===== src/rtl/color_poll_seq.sv =====
module color_poll_seq #(
  parameter int          CLK_HZ = 50_000_000,
  parameter int          GAIN   = 1,
  parameter logic [7:0]  ATIME  = 8'hFF
) (
  input  logic        clk,
  input  logic        rst_n,
  input  logic        i2c_busy,
  input  logic [7:0]  i2c_rdata,
  input  logic        i2c_ack_error,
  output logic        i2c_ena,
  output logic [6:0]  i2c_addr,
  output logic        i2c_rw,
  output logic [7:0]  i2c_wdata,
  output logic        ack_err,
  output logic [15:0] clear_cnt,
  output logic [15:0] red_cnt,
  output logic [15:0] green_cnt,
  output logic [15:0] blue_cnt
);
  localparam longint     UP_CYC    = longint'(CLK_HZ) / 10;
  localparam longint     PAUSE_CYC = longint'(CLK_HZ) * 24 / 10000;
  localparam int         CW        = $clog2(UP_CYC + 1);
  localparam logic [1:0] GCODE     = (GAIN == 4)  ? 2'd1 :
                                     (GAIN == 16) ? 2'd2 :
                                     (GAIN == 60) ? 2'd3 : 2'd0;
  localparam logic [7:0] BURST_CMD = 8'hB4;

  typedef enum logic [2:0] {S_UP, S_WR, S_GAP, S_PAUSE, S_RD, S_OUT} st_t;

  st_t         st;
  logic [CW-1:0] cnt;
  logic [1:0]  widx;
  logic [3:0]  bidx;
  logic        busy_q;
  logic [63:0] sh;
  logic [7:0]  wr_cmd, wr_val;

  wire byte_done = busy_q & ~i2c_busy;
  assign i2c_addr = 7'h29;

  always_comb begin
    case (widx)
      2'd0:    begin wr_cmd = 8'h8F; wr_val = {6'b0, GCODE}; end
      2'd1:    begin wr_cmd = 8'h81; wr_val = ATIME;         end
      default: begin wr_cmd = 8'h80; wr_val = 8'h03;         end
    endcase
  end

  always_ff @(posedge clk or negedge rst_n) begin
    if (!rst_n) begin
      st        <= S_UP;
      cnt       <= '0;
      widx      <= '0;
      bidx      <= '0;
      busy_q    <= 1'b0;
      sh        <= '0;
      i2c_ena   <= 1'b0;
      i2c_rw    <= 1'b0;
      i2c_wdata <= '0;
      ack_err   <= 1'b0;
      clear_cnt <= '0;
      red_cnt   <= '0;
      green_cnt <= '0;
      blue_cnt  <= '0;
    end else begin
      busy_q  <= i2c_busy;
      ack_err <= i2c_ack_error;
      case (st)
        S_UP:
          if (cnt == CW'(UP_CYC - 1)) begin
            st        <= S_WR;
            i2c_ena   <= 1'b1;
            i2c_rw    <= 1'b0;
            i2c_wdata <= wr_cmd;
            bidx      <= '0;
          end else cnt <= cnt + 1'b1;
        S_WR:
          if (byte_done) begin
            if (bidx == 4'd0) begin
              i2c_wdata <= wr_val;
              bidx      <= 4'd1;
            end else begin
              i2c_ena <= 1'b0;
              bidx    <= '0;
              cnt     <= '0;
              if (widx == 2'd2) st <= S_PAUSE;
              else begin
                widx <= widx + 1'b1;
                st   <= S_GAP;
              end
            end
          end
        S_GAP:
          if (cnt == CW'(3)) begin
            st        <= S_WR;
            i2c_ena   <= 1'b1;
            i2c_wdata <= wr_cmd;
          end else cnt <= cnt + 1'b1;
        S_PAUSE:
          if (cnt == CW'(PAUSE_CYC - 1)) begin
            st        <= S_RD;
            i2c_ena   <= 1'b1;
            i2c_rw    <= 1'b0;
            i2c_wdata <= BURST_CMD;
            bidx      <= '0;
          end else cnt <= cnt + 1'b1;
        S_RD:
          if (byte_done) begin
            if (bidx == 4'd0) begin
              i2c_rw <= 1'b1;
              bidx   <= 4'd1;
            end else begin
              sh <= {i2c_rdata, sh[63:8]};
              if (bidx == 4'd8) begin
                i2c_ena <= 1'b0;
                bidx    <= '0;
                st      <= S_OUT;
              end else bidx <= bidx + 1'b1;
            end
          end
        S_OUT: begin
          clear_cnt <= sh[15:0];
          red_cnt   <= sh[31:16];
          green_cnt <= sh[47:32];
          blue_cnt  <= sh[63:48];
          cnt       <= '0;
          st        <= S_PAUSE;
        end
        default: st <= S_UP;
      endcase
    end
  end
endmodule


===== config.mk =====
export PLATFORM = sky130hd
export DESIGN_NAME = color_poll_seq
export DESIGN_NICKNAME = d
export VERILOG_FILES = /design/src/rtl/color_poll_seq.sv
export SDC_FILE = /design/constraint.sdc
export NUM_CORES = 1
export LEC_CHECK = 0
export BUFFER_PORTS_ARGS = -buffer_cell sky130_fd_sc_hd__buf_2
export CAP_MARGIN = 25
export CORE_MARGIN = 1.5
export CORE_UTILIZATION = 35
export DETAILED_ROUTE_END_ITERATION = 10
export PLACE_DENSITY = 0.57
export SLEW_MARGIN = 20
export SYNTH_ARGS = -nofsm -noshare
export SYNTH_HDL_FRONTEND = slang
export SYNTH_SLANG_ARGS = --single-unit

===== constraint.sdc =====
create_clock -name clk -period 3 [get_ports clk]
set_input_delay 0.3 -clock clk [delete_from_list [all_inputs] [get_ports clk]]
set_output_delay 0.3 -clock clk [all_outputs]
set_load 0.005 [all_outputs]

==> flow_metrics.tcl <==
set metrics [dict create \
    synth_ff_type "dfrtp_1" \
    drt_iter0_markers 267 \
    end_kind "flip-flop" \
    syn_area_mm2 0.007368 \
    cp_slowest_stage_delay_ns 0.60 \
    clk_latency_ns 0.43 \
    cts_tree "yes" \
    die_y_um 148.1 \
    track_usage_pct 14.35 \
    totalWireLength_um 14790 \
    finalCritPeriodShare_pct 89.77 \
    crit_slowest_cell "or4_4" \
    async_flop_share_pct 100.0 \
    final_common_cell "dfrtp_1" \
    clkSinkCount 171 \
    timing.final.max_slew_violations 0 \
    drt_pass1_iterations 5 \
    grt_pass1_vias 4703 \
    ios 94 \
    vdd.ir_drop.worst_uv 381.6 \
    vias 4733 \
    post-synth-top-area-cell "dfrtp_1" \
    core_area_mm2 0.02043 \
    final_cell_mix "dfrtp_1, mux2_2, buf_2" \
    grt_pass1_wl_um 24940 \
    rsz0062_at_grt "false" \
    cts_buffers 17 \
    status "finished, final reports clean" \
    yosysSeqAreaShare_pct 58.07 \
    setup_violations 0 \
    io_buffer_count 86 \
    h-tree-depth 4 \
    gp_congestion 0.8337 \
    ant_nets 0 \
    power.leakage_nw 4.360 \
    start_util_pct 36.07 \
    overflow 0 \
    clock_tree.buffer_depth 2 \
    drv_cap 0 \
    grt_max_degree 93 \
    synth_cells 576 \
    antenna_found_initial 0 \
    yosys-top-cells-area "dfrtp_1, mux2_2, o21ai_0, o31ai_1, nand2_1" \
    dp_hpwl_um 9937 \
    syn_avg_cell_area_um2 12.79 \
    die_w_um 148.1 \
    timing.setup.tns_ns 0 \
    yosys.cell_types.count 52 \
    ys_seq_elements 171 \
    cts-root-buf "clkbuf_16" \
    drc 0 \
    dieArea_mm2 0.02193 \
    slew_headroom_pct 43.07 \
    fin_skew_ns 0.01162 \
    cp_max_fo 16 \
    powerDensity_mw_per_mm2 524.8 \
    postCtsResizedCells 0 \
    diodes 0 \
    routedWlPerCell_um 15.57 \
    critPathKind "reg -> reg" \
    cts.clk_slew.worst_paths_ns 0.08 \
    tightest_slew_ns 0.8540 \
    finalCriticalPeriod_ns 2.693 \
    synth_top_area_share_pct 58.07 \
    hp-class "in -> reg" \
    fmax_ghz 0.3713 \
    crit_required_ns 3.33 \
    drive_gt1_share_pct 40.74 \
    rows 52 \
    path_cells "or4_4 -> nor4_1 -> nand4_1 -> nand2_1 -> o21ai_0 -> o31ai_1" \
    nets 686 \
    avgViaCountPerCell 4.982 \
    synth_edf_count 0 \
    areaGrowthSynthToFinish_pct 18.58 \
    yosysWarnings 0 \
    worst_slack_ns 0.3069 \
    cp.arrival_ns 3.02 \
    n_fill_cell 1927 \
    dp_slack_ns 0.3967 \
    hold_violations 0 \
    critPathLaunchType "flip-flop" \
]
what timing repair did:
action	in CTS	in global routing
hold endpoints to repair	35	0
setup buffers	0	0
hold buffers	3	0
state kept, by name, summed over array words and instances, names as in the netlist:
| register | cells |
|---|---|
| busy_q | 1 |
| st | 3 |
| widx | 2 |
| clear_cnt | 16 |
| i2c_rw | 1 |
| cnt | 23 |
| bidx | 4 |
| blue_cnt | 16 |
| ack_err | 1 |
| green_cnt | 16 |
| sh | 64 |
| i2c_wdata | 7 |
| red_cnt | 16 |
| i2c_ena | 1 |
path summary, 6_finish.rpt:
kind / from / end / slack [ns] / depth (start not counted)
setup / recovery: cnt[13] / cnt[21] / 0.31 / 6
hold / removal: i2c_rdata[3] / sh[59] / 0.09 / 2
setup reg to reg: cnt[13] / cnt[21] / 0.31 / 6
hold reg to reg: clear_cnt[3] / clear_cnt[3] / 0.50 / 1
max in group asynchronous: rst_n / sh[19] / 1.65 / 3
min in group asynchronous: rst_n / cnt[3] / 0.53 / 2
routing by layer:
layer  up-vias  track usage [%]  part of all wire (%)  routed length [um]
li1       2249                -                     -                   -
met1      2356            20.01                    48                7144
met3        15            3.712                   4.4                 658
met2       113            21.73                    46                6794
met4         0            4.950                   1.3                 190
met5         -                0                     0                   0
logic make-up after synthesis:
group	synth area share, %
flops	58.07
buf+inv	2.972
other cells	0.1019
simple gates	9.221
fa+ha+maj	1.189
compound gates	7.183
mux	21.14
xor+xnor	0.1189
synth_stat cells, types with 2 or more instances:
library cell / n
dfrtp_1: 171
mux2_2: 129
o21ai_0: 39
nand2_1: 31
nor2_1: 25
nand3_1: 17
o31ai_1: 17
clkbuf_1: 15
inv_1: 12
a21oi_1: 11
nand4_1: 10
a31oi_1: 9
buf_4: 8
ha_1: 7
nor3_1: 7
buf_2: 6
mux2_4: 5
and3_1: 4
and4_1: 4
nor4_1: 4
or3_1: 4
mux2i_1: 3
nand2b_1: 3
nor2b_1: 3
a21boi_0: 2
and2_1: 2
buf_6: 2
conb_1: 2
critical path, delay by kind of cell, from the launching register on:
kind	cells	cell delay (ns)
flops	1	0.48
compound gates	2	0.31
simple gates	4	1.80
area by class of cell:
class | instances | area (um2) | area share (%)
sequential | 171 | 4279 | 48.98
multi-input combinational | 366 | 2904 | 33.24
timing repair buffer | 99 | 566.8 | 6.487
clock buffer | 17 | 425.4 | 4.869
tap | 270 | 337.8 | 3.867
clock inverter | 15 | 178.9 | 2.048
inverter | 12 | 45.04 | 0.5155
report_power, final:
group	internal, mW	leakage [nW]	total [mW]	switching [mW]
logic	0.0154	1.81	0.0668	0.0514
registers	2.31	2.27	2.31	0.000310
clock network	1.19	0.278	2.21	1.02
per-stage QoR:
stage | hold WS, ns | instances | power [mW] | area [um2] | utilization, %
6_report | 0.09274 | 950 | 4.586 | 8737 | 42.77
5_1_grt | 0.07715 | 950 | 4.763 | 8737 | 42.77
4_1_cts | 0.08046 | 950 | 4.652 | 8737 | 42.77
3_5_place_dp | 0.4219 | 915 | 2.418 | 8103 | 39.66
3_3_place_gp | 0.4101 | 915 | 2.416 | 8103 | 39.66
2_1_floorplan | 0.004409 | 581 | 2.361 | 7387 | -
Note: power is estimated with default switching activity, not from simulation.
